--- src/rtl/adc_seq_pkg.sv ---
package adc_seq_pkg;
  localparam int SLOT_W = 4;
  localparam int CODE_W = 12;

  typedef enum logic [1:0] {ST_IDLE, ST_SAMPLE, ST_CONV, ST_WAIT} seq_state_e;

  typedef struct packed {
    logic [1:0]        trig_sel;
    logic [1:0]        mode;
    logic [SLOT_W-1:0] start;
    logic [3:0]        sht;
    logic              pulse;
    logic              msc;
    logic              enc;
    logic              on;
  } cfg_t;

  typedef struct packed {
    logic       eos;
    logic [2:0] refsel;
    logic [3:0] chan;
  } slot_word_t;

  // Sample window length in cycles for a 4-bit timing code.
  function automatic logic [10:0] sample_cycles(input logic [3:0] code);
    logic [10:0] base;
    if (code < 4'd4)       sample_cycles = 11'd4 << code;
    else if (code < 4'd12) begin
      base = code[0] ? 11'd96 : 11'd64;
      sample_cycles = base << ((code - 4'd4) >> 1);
    end
    else                   sample_cycles = 11'd1024;
  endfunction
endpackage

--- src/rtl/adc_seq_regbank.sv ---
module adc_seq_regbank
  import adc_seq_pkg::*;
#(
  parameter int NSLOT  = 16,
  parameter int ADDR_W = $clog2(NSLOT) + 1
) (
  input  logic                          clk,
  input  logic                          rst_n,
  input  logic                          cfg_we,
  input  logic [ADDR_W-1:0]             cfg_addr,
  input  logic [15:0]                   cfg_wdata,
  input  logic                          res_we,
  input  logic [SLOT_W-1:0]             res_slot,
  input  logic [CODE_W-1:0]             res_data,
  input  logic [SLOT_W-1:0]             rd_slot,
  output cfg_t                          cfg,
  output logic                          sc,
  output slot_word_t [NSLOT-1:0]        words,
  output logic [CODE_W-1:0]             rd_data
);
  localparam logic [ADDR_W-1:0] CFG_ADDR = ADDR_W'(NSLOT);
  localparam logic [ADDR_W-1:0] SC_ADDR  = ADDR_W'(NSLOT + 1);

  logic [CODE_W-1:0] res_q [NSLOT];

  always_ff @(posedge clk or negedge rst_n) begin
    if (!rst_n) begin
      cfg <= '0;
      sc  <= 1'b0;
    end else if (cfg_we) begin
      if (cfg_addr == CFG_ADDR) cfg <= cfg_t'(cfg_wdata);
      if (cfg_addr == SC_ADDR)  sc  <= cfg_wdata[0];
    end
  end

  for (genvar i = 0; i < NSLOT; i++) begin : g_slot
    logic word_en, res_en;
    assign word_en = cfg_we && (cfg_addr == ADDR_W'(i));
    assign res_en  = res_we && (res_slot == SLOT_W'(i));

    always_ff @(posedge clk or negedge rst_n) begin
      if (!rst_n)       words[i] <= '0;
      else if (word_en) words[i] <= slot_word_t'(cfg_wdata[7:0]);
    end

    always_ff @(posedge clk or negedge rst_n) begin
      if (!rst_n)      res_q[i] <= '0;
      else if (res_en) res_q[i] <= res_data;
    end
  end

  assign rd_data = res_q[rd_slot];
endmodule

--- src/rtl/adc_seq_timer.sv ---
module adc_seq_timer #(
  parameter int CNT_W = 10
) (
  input  logic             clk,
  input  logic             rst_n,
  input  logic             load,
  input  logic             run,
  input  logic [CNT_W:0]   len,
  output logic             expired
);
  logic [CNT_W-1:0] cnt_q, cnt_d;

  always_comb begin
    cnt_d = cnt_q;
    if (load)                     cnt_d = CNT_W'(len - 1'b1);
    else if (run && cnt_q != '0)  cnt_d = cnt_q - 1'b1;
  end

  always_ff @(posedge clk or negedge rst_n) begin
    if (!rst_n) cnt_q <= '0;
    else        cnt_q <= cnt_d;
  end

  assign expired = (cnt_q == '0);

  assert_timer_counts_R7: assert property (@(posedge clk) disable iff (!rst_n)
    ($past(run && !load && cnt_q != '0) && !$past(load)) |-> cnt_q == CNT_W'($past(cnt_q) - 1'b1));
endmodule

--- src/rtl/adc_seq_fsm.sv ---
module adc_seq_fsm
  import adc_seq_pkg::*;
#(
  parameter int NSLOT = 16,
  parameter int NTRIG = 4,
  localparam int TSEL_W = $clog2(NTRIG)
) (
  input  logic              clk,
  input  logic              rst_n,
  input  logic              on,
  input  logic              enc,
  input  logic              msc,
  input  logic              pulse,
  input  logic [1:0]        mode,
  input  logic [SLOT_W-1:0] start,
  input  logic [TSEL_W-1:0] trig_sel,
  input  logic [NTRIG-1:0]  trig_vec,
  input  logic [NSLOT-1:0]  eos_vec,
  input  logic              conv_done,
  input  logic              tmr_expired,
  output logic              busy,
  output logic              sample_hold,
  output logic              conv_go,
  output logic [SLOT_W-1:0] slot,
  output logic              tmr_load,
  output logic              res_we
);
  seq_state_e state_q, state_d;
  logic [SLOT_W-1:0] slot_d;
  logic trig_q, timed_q, timed_d;
  logic trig, trig_edge, last_step, go_on;

  assign trig      = trig_vec[trig_sel];
  assign trig_edge = trig && !trig_q;
  // mode[0]: many slots; mode[1]: repeat
  assign last_step = !mode[0] || eos_vec[slot];

  always_comb begin
    state_d  = state_q;
    slot_d   = slot;
    timed_d  = timed_q;
    res_we   = 1'b0;
    go_on    = 1'b0;
    case (state_q)
      ST_IDLE: if (on && enc && trig_edge) begin
        state_d = ST_SAMPLE;
        slot_d  = start;
        timed_d = pulse;
      end
      ST_SAMPLE: if (timed_q ? tmr_expired : !trig) state_d = ST_CONV;
      ST_CONV: if (conv_done) begin
        res_we = 1'b1;
        if (!last_step) begin
          slot_d = slot + 1'b1;
          go_on  = 1'b1;
        end else if (mode[1] && enc) begin
          slot_d = start;
          go_on  = 1'b1;
        end else begin
          state_d = ST_IDLE;
        end
        if (go_on) begin
          state_d = msc ? ST_SAMPLE : ST_WAIT;
          timed_d = 1'b1;
        end
      end
      ST_WAIT: if (trig_edge) begin
        state_d = ST_SAMPLE;
        timed_d = pulse;
      end
      default: state_d = ST_IDLE;
    endcase
    if (!on) begin
      state_d = ST_IDLE;
      res_we  = 1'b0;
    end
  end

  assign tmr_load = (state_d == ST_SAMPLE) && (state_q != ST_SAMPLE);

  always_ff @(posedge clk or negedge rst_n) begin
    if (!rst_n) begin
      state_q <= ST_IDLE;
      slot    <= '0;
      trig_q  <= 1'b0;
      timed_q <= 1'b0;
    end else begin
      state_q <= state_d;
      slot    <= slot_d;
      trig_q  <= trig;
      timed_q <= timed_d;
    end
  end

  assign busy        = (state_q != ST_IDLE);
  assign sample_hold = (state_q == ST_SAMPLE);
  assign conv_go     = (state_q == ST_CONV);

  assert_start_gated_R10: assert property (@(posedge clk) disable iff (!rst_n)
    $rose(busy) |-> $past(on && enc));
  assert_conv_after_sample_R12: assert property (@(posedge clk) disable iff (!rst_n)
    $rose(conv_go) |-> $past(sample_hold));
  assert_single_ends_R3: assert property (@(posedge clk) disable iff (!rst_n)
    (conv_go && conv_done && mode == 2'b00) |=> !busy);
  assert_busy_end_R11: assert property (@(posedge clk) disable iff (!rst_n)
    $fell(busy) |-> ($past(conv_go && conv_done) || !$past(on)));
endmodule

--- src/rtl/adc_seq_ctrl.sv ---
module adc_seq_ctrl
  import adc_seq_pkg::*;
#(
  parameter int NSLOT  = 16,
  parameter int NTMR   = 3,
  localparam int ADDR_W = $clog2(NSLOT) + 1
) (
  input  logic              clk,
  input  logic              rst_n,
  input  logic              cfg_we,
  input  logic [ADDR_W-1:0] cfg_addr,
  input  logic [15:0]       cfg_wdata,
  input  logic [NTMR-1:0]   tmr_trig,
  input  logic              conv_done,
  input  logic [CODE_W-1:0] conv_code,
  input  logic [SLOT_W-1:0] rd_slot,
  output logic              sample_hold,
  output logic              conv_go,
  output logic [3:0]        conv_chan,
  output logic [2:0]        conv_ref,
  output logic              busy,
  output logic [CODE_W-1:0] rd_data
);
  cfg_t                   cfg;
  logic                   sc, res_we, tmr_load, tmr_expired;
  slot_word_t [NSLOT-1:0] words;
  logic [NSLOT-1:0]       eos_vec;
  logic [SLOT_W-1:0]      slot;

  for (genvar i = 0; i < NSLOT; i++) begin : g_eos
    assign eos_vec[i] = words[i].eos;
  end

  adc_seq_regbank #(.NSLOT(NSLOT), .ADDR_W(ADDR_W)) u_regs (
    .clk, .rst_n, .cfg_we, .cfg_addr, .cfg_wdata,
    .res_we, .res_slot(slot), .res_data(conv_code), .rd_slot,
    .cfg, .sc, .words, .rd_data
  );

  adc_seq_timer #(.CNT_W(10)) u_timer (
    .clk, .rst_n, .load(tmr_load), .run(sample_hold),
    .len(sample_cycles(cfg.sht)), .expired(tmr_expired)
  );

  adc_seq_fsm #(.NSLOT(NSLOT), .NTRIG(NTMR + 1)) u_fsm (
    .clk, .rst_n, .on(cfg.on), .enc(cfg.enc), .msc(cfg.msc), .pulse(cfg.pulse),
    .mode(cfg.mode), .start(cfg.start), .trig_sel(cfg.trig_sel),
    .trig_vec({tmr_trig, sc}), .eos_vec, .conv_done, .tmr_expired,
    .busy, .sample_hold, .conv_go, .slot, .tmr_load, .res_we
  );

  assign conv_chan = words[slot].chan;
  assign conv_ref  = words[slot].refsel;
endmodule

--- config.mk ---
export PLATFORM = sky130hd
export DESIGN_NAME = adc_seq_ctrl
export DESIGN_NICKNAME = d
export VERILOG_FILES = /design/src/rtl/adc_seq_pkg.sv /design/src/rtl/adc_seq_regbank.sv /design/src/rtl/adc_seq_timer.sv /design/src/rtl/adc_seq_fsm.sv /design/src/rtl/adc_seq_ctrl.sv
export SDC_FILE = /design/constraint.sdc
export NUM_CORES = 1
export LEC_CHECK = 0
export BUFFER_PORTS_ARGS = -buffer_cell sky130_fd_sc_hd__buf_2
export CELL_PAD_IN_SITES_DETAIL_PLACEMENT = 0
export CELL_PAD_IN_SITES_GLOBAL_PLACEMENT = 1
export CORE_UTILIZATION = 57
export DETAILED_ROUTE_END_ITERATION = 12
export PLACE_DENSITY = 0.88
export SLEW_MARGIN = 20
export SYNTH_ARGS = -nofsm -noshare
export SYNTH_HDL_FRONTEND = slang
export SYNTH_SLANG_ARGS = --single-unit
--- constraint.sdc ---
create_clock -name clk -period 5.7 [get_ports clk]
set_input_delay 0 -clock clk [delete_from_list [all_inputs] [get_ports clk]]
set_output_delay 0 -clock clk [all_outputs]
set_load 0.005 [all_outputs]
---- Yosys cells after proc, flatten, opt, wreduce, memory -nomap -nowiden ----
Cells that the tools add are included.
storage, ports and cells
  register bits ........................... 355
  input bits .............................. 44
  output and inout port bits .............. 22
  word-level logic and storage cells ...... 229
cells by class
  add/sub/neg operators ................... 4
  magnitude comparators ................... 5
  equal/unequal tests ..................... 42
  shifts and indexed selects .............. 2
  multiplexer cells ....................... 42
  bitwise operators ....................... 1
  reductions and logical operators ........ 55
operator list
  cell                   number
  $bmux 12 s4            1
  $eq 5x4->1 const B     8
  $mux 10                4
  $logic_and 1x1->1      38
  $bmux 8 s4             1
  $eq 4x4->1 const B     8
  $mux 12                2
  $eq 5x3->1 const B     4
  $sub 10x1->10 const B  2
  $mux 2                 9
  $eq 4x3->1 const B     4
  $mux 4                 4
  $mux 1                 14
  $eq 5x2->1 const B     2
  $eq 5x5->1 const B     2
  $logic_not 10->1       1
  $reduce_bool 10->1     1
  $shl 3x4->10 const A   1
  $shl 7x3->10           1
  $eq 4x2->1 const B     2
  $ne 2x1->1 const B     4
  $pmux 2 s4             1
  $pmux 4 s2             1
  $mux 7                 1
  28 further kinds       35

---- Depth between registers and ports, before layout ----
  depth after elaboration ................. 13
  depth in mapped cells ................... 14
  gate-level depth less buffers ........... 11

---- Hierarchy ----
A second synthesis with hierarchy kept.
second synthesis, totals
  cell total of the unflattened synthesis .. 1138
  area total of the unflattened synthesis .. 16985.0 um^2
modules (own cells, without submodules)
  module           times used  cells each  area each (um^2)  seq. area each (um^2)
  adc_seq_regbank  1           869         14221.1           8433.1
  adc_seq_ctrl     1           92          1108.6            0.0
  adc_seq_timer    1           95          895.9             250.2
  adc_seq_fsm      1           82          759.5             200.2

---- Worst setup path before layout ----
OpenSTA, ideal clock, no wires.
  kind .................................... register to register
  start ................................... register u_fsm.slot[1]
  end ..................................... register u_timer.cnt_q[8]
  data arrival time ....................... 3.093 ns
  slack ................................... 2.477 ns
  stages on the path, launching flop included .. 15
  buffers on the path ..................... 3
  clock period less this slack ............ 3.223 ns
  cell sequence ........................... dfrtp_1 > buf_6 > mux4_2 > a22oi_2 > a32oi_2 > o22a_1 > nor3_2 > buf_6 > nand2b_1 > ha_1 > clkbuf_1 > nand4b_1 > nor3_1 > xnor2_1 > mux2i_1
on the way
  longest elaborated chain between the ends .. 13
RTL lines
  what                                                 line                 RTL
  start: declaration                                   adc_seq_fsm.sv:24    output logic [SLOT_W-1:0] slot,
  start signal: assignment                             adc_seq_fsm.sv:89    slot <= slot_d;
  $bmux 1 s4 (*)                                       adc_seq_fsm.sv:36    assign last_step = !mode[0] || eos_vec[slot];
  $mux 1 (not written as such) (*)                     adc_seq_fsm.sv:36
  $logic_or 1x1->1 (*)                                 adc_seq_fsm.sv:36
  $mux 1                                               adc_seq_fsm.sv:53    if (!last_step) begin
  $mux 1                                               adc_seq_fsm.sv:51    ST_CONV: if (conv_done) begin
  $mux 1                                               adc_seq_fsm.sv:44    case (state_q)
  $mux 2 (*)                                           adc_seq_fsm.sv:62    if (go_on) begin
  $mux 2 (*)                                           adc_seq_fsm.sv:51
  $pmux 2 s4 (*)                                       adc_seq_fsm.sv:44
  $mux 2 (*)                                           adc_seq_fsm.sv:73    if (!on) begin
  $eq 2x1->1 (*)                                       adc_seq_fsm.sv:79    assign tmr_load = (state_d == ST_SAMPLE) && (state_q != ST_SAMPLE);
  $logic_and 1x1->1 (*)                                adc_seq_fsm.sv:79
  $mux 10 / $reduce_bool 2->1 (equally long branches)  --
  end signal: assignment                               adc_seq_timer.sv:21  else cnt_q <= cnt_d;
  end: declaration                                     adc_seq_timer.sv:11  logic [CNT_W-1:0] cnt_q, cnt_d;
Mark *: on every way between the ends. The rest lies on a longest branch, timed or not. The select of a mux whose other input is x is not followed.
A chain may end at the register's enable or synchronous reset.

---- Final worst setup path ----
  start ................................... register u_fsm.slot[3]
  end ..................................... register u_timer.cnt_q[8]
The elaborated chain is that of the path after synthesis.

==> flow_summary.toml <==
[clocking]
clk_pin_slew_ns = 0.06
postCtsSetupRepairBufs = 0
htree_levels = 2
cts_buffers = 37
clock-sinks = 355
clk_latency_ns = 0.52
root_buffer = "clkbuf_16"
cts_tree = "done"
cts_buffer_depth = 3

[power_and_ir_drop]
power_density_mw_per_mm2 = 324
power.switching_mw = 1.44
power_frac_seq_pct = 48.2
p_sw_share_pct = 23.9
ir_worst_vdd_mv = 0.313
p_leak_nw = 8.74
pwr-share-comb_pct = 11.8
clkPwrFrac_pct = 40.0
p_total_mw = 6.02
intPower_mw = 4.59

[cells_and_area]
layout_common_cells = "dfrtp_1, mux2_2, mux4_2"
layout_commonest_cell = "dfrtp_1"
fin_nets = 1184
drive_above_1_share_pct = 50.0
syn_to_final_growth_pct = 12.6
fin_util_pct = 66.0
fill_cells = 1953

[yosys]
synthArstFlopShare_pct = 100
synth_flop_cell = "dfrtp_1"
syn_inst = 1066
yosysSeqAreaShare_pct = 53.8
ys_types = 56
synthesis.area_mm2 = 0.0165
syn_nets = 1117
syn_avg_cell_area_um2 = 15.5
synth_edf_count = 0
ys_warn_count = 0
synth_seq_cells = 355

[detailed_routing]
firstDrtPassIters = 4
met3_length_um = 1540
drtAntennaViolNets = 0
top_layer_used = "met4"
wl_met1_um = 15700
first_iter_violations = 556
wl_um = 35600
dr_total_vias = 9449
wl_per_cell_um = 23.2
drcViolationCount = 0
wl_met2_um = 17700
routed_via_density = 6.15

[global_route]
grt_usage_pct = 25.4
grt-ovfl-total = 0
grt_max_degree = 166
grt_pass1_wl_um = 56400
grt_pass1_vias = 9811
antenna_found_initial = 1

[setup_path]
crit_arrival_ns = 4.42
critPathCaptureType = "flop"
crit_required_ns = 6.09
start_kind = "flop"
worstSetupPathType = "reg2reg"
ff2ff_setup_slack_ns = 1.68
r2r_end = "u_timer.cnt_q[8]$_DFFE_PN0P_"
startpoint = "u_fsm.slot[3]$_DFFE_PN0P_"
r2r_start = "u_fsm.slot[3]$_DFFE_PN0P_"
ff2ff_path_depth = 12
cp_max_fo = 20

[hold_path]
hold_path.class = "in2reg"
holdPathEnd = "u_regs.words[81]$_DFFE_PN0P_"
hold_start = "cfg_wdata[1]"
min_path_cells = 2

[die]
num_rows = 61
pin_count = 66
die_h_um = 172
start_util_pct = 58.7
die_w_um = 172
die_area_mm2 = 0.0297
core_mm2 = 0.0282

[sta]
clock_skew_ns = 0.0134
fmax_mhz = 249
final.period_utilization_pct = 70.6
tns_ns = 0
worstMarginPinSlew_ns = 1.03
final-hold-violation-count = 0
drv_slew = 0
rsz0062_at_grt = "no"
setup_slack_ns = 1.68
slew_headroom_pct = 31.3
post-route-min-period_ns = 4.02
setup_violations = 0

[place]
place_hpwl_um = 21900
io_buffer_count = 65
gp_congestion = 0.798
place_ws_ns = 1.72

[run_status]
status = "completed"

[flow_run]
maxCapViolCount = 0
[critical path, cell delays in order (launching register included)]
cell and delay (ns):
dfrtp_1 0.91, mux4_2 0.60, a21boi_1 0.28, a32oi_2 0.22, o22a_1 0.25, nor3_2 0.16, buf_4 0.22, nand2b_1 0.13
ha_1 0.42, nand4b_1 0.24, nor3_1 0.23, xnor2_1 0.15, mux2i_1 0.09
[final cells by class]
type / instances / area, um^2 / area share [%]
Antenna cell: 1 / 2.50 / 0.0135
Clock buffer: 54 / 1120 / 6.03
Clock inverter: 9 / 103 / 0.552
Inverter: 11 / 41.3 / 0.222
Multi-Input combinational cell: 627 / 7280 / 39.2
Sequential cell: 355 / 8880 / 47.8
Tap cell: 378 / 473 / 2.54
Timing Repair Buffer: 101 / 691 / 3.71
[how the worst max path moves through the flow]
stage | endpoint | slack [ns] | depth (start not counted)
2_1_floorplan | u_timer.cnt_q[8]$_DFFE_PN0P_ | 2.48 | 14
4_1_cts | u_timer.cnt_q[8]$_DFFE_PN0P_ | 1.70 | 12
6_report | u_timer.cnt_q[8]$_DFFE_PN0P_ | 1.68 | 12
3_5_place_dp | u_timer.cnt_q[8]$_DFFE_PN0P_ | 1.72 | 12
5_1_grt | u_timer.cnt_q[8]$_DFFE_PN0P_ | 1.40 | 12
3_3_place_gp | u_timer.cnt_q[8]$_DFFE_PN0P_ | 1.80 | 12
[cell families (layout without fill, tap and decap cells)]
logic type | after synthesis | count (layout) | synth area share [%]
buffers and inverters | 84 | 175 | 2.14
AND/OR/NAND/NOR | 120 | 120 | 3.75
other | 0 | 1 | 0
adder cells (fa/ha/maj) | 8 | 8 | 0.591
XOR/XNOR | 8 | 8 | 0.424
multiplexers | 448 | 448 | 37.3
AO/OA/AOI/OAI | 43 | 43 | 2.01
flip-flops | 355 | 355 | 53.8
[registers in the layout (all words and copies together), names as in the netlist]
register,cells
u_regs.res_q,192
u_regs.sc,1
u_timer.cnt_q,10
u_regs.cfg,16
u_fsm.timed_q,1
u_fsm.state_q,2
u_regs.words,128
u_fsm.slot,4
u_fsm.trig_q,1
[cell usage after synthesis, drive strengths merged, types with 2 or more instances]
cell type | count | area share [%]
inv | 11 | 0.25
o31ai | 2 | 0.091
nor2 | 14 | 0.32
mux2i | 9 | 0.55
clkbuf | 49 | 1.1
nor2b | 11 | 0.42
buf | 24 | 0.77
nand4 | 5 | 0.19
o22ai | 3 | 0.11
nor4 | 6 | 0.23
nand3 | 11 | 0.33
or3 | 2 | 0.076
nand2b | 4 | 0.15
and2 | 9 | 0.34
a21boi | 2 | 0.091
xnor2 | 7 | 0.37
a211o | 2 | 0.11
ha | 7 | 0.53
mux4 | 100 | 14
mux2 | 339 | 23
nand2 | 37 | 0.84
a31o | 2 | 0.11
a22oi | 2 | 0.12
o41ai | 2 | 0.22
nor3b | 3 | 0.17
o21ai | 10 | 0.30
a21oi | 6 | 0.18
nor3 | 10 | 0.33
dfrtp | 355 | 54
and3 | 4 | 0.15
[power by group through the flow]
stage          Clock, mW  Sequential (mW)  Combinational [mW]
2_1_floorplan          0             2.88               0.521
3_3_place_gp           0             2.93               0.680
3_5_place_dp           0             2.95               0.698
4_1_cts             2.46             2.90               0.719
5_1_grt             2.54             2.93               0.781
6_report            2.41             2.91               0.710
[metrics by stage]
stage / cells / hold WS [ns] / cell area, um^2
after floorplan: 1066 / -0.296 / 16500
after global placement: 1444 / 0.134 / 17100
after detailed placement: 1444 / 0.136 / 17100
after CTS: 1535 / 0.00546 / 18600
after global routing: 1536 / 0.0386 / 18600
final: 1536 / 0.0163 / 18600
[per-layer routing]
metal  vias to the layer above  global-route usage, %
li1                       4129                      -
met3                        52                   3.71
met2                       217                   42.2
met4                         0                   6.46
met5                         -                      0
met1                      5051                   35.5
[repair_timing]
item / CTS / global route
hold buffers: 28 / 0
endpoints found under the hold margin: 335 / 0
gates resized for setup: 0 / 0
Note: power is estimated with default switching activity, not from simulation.
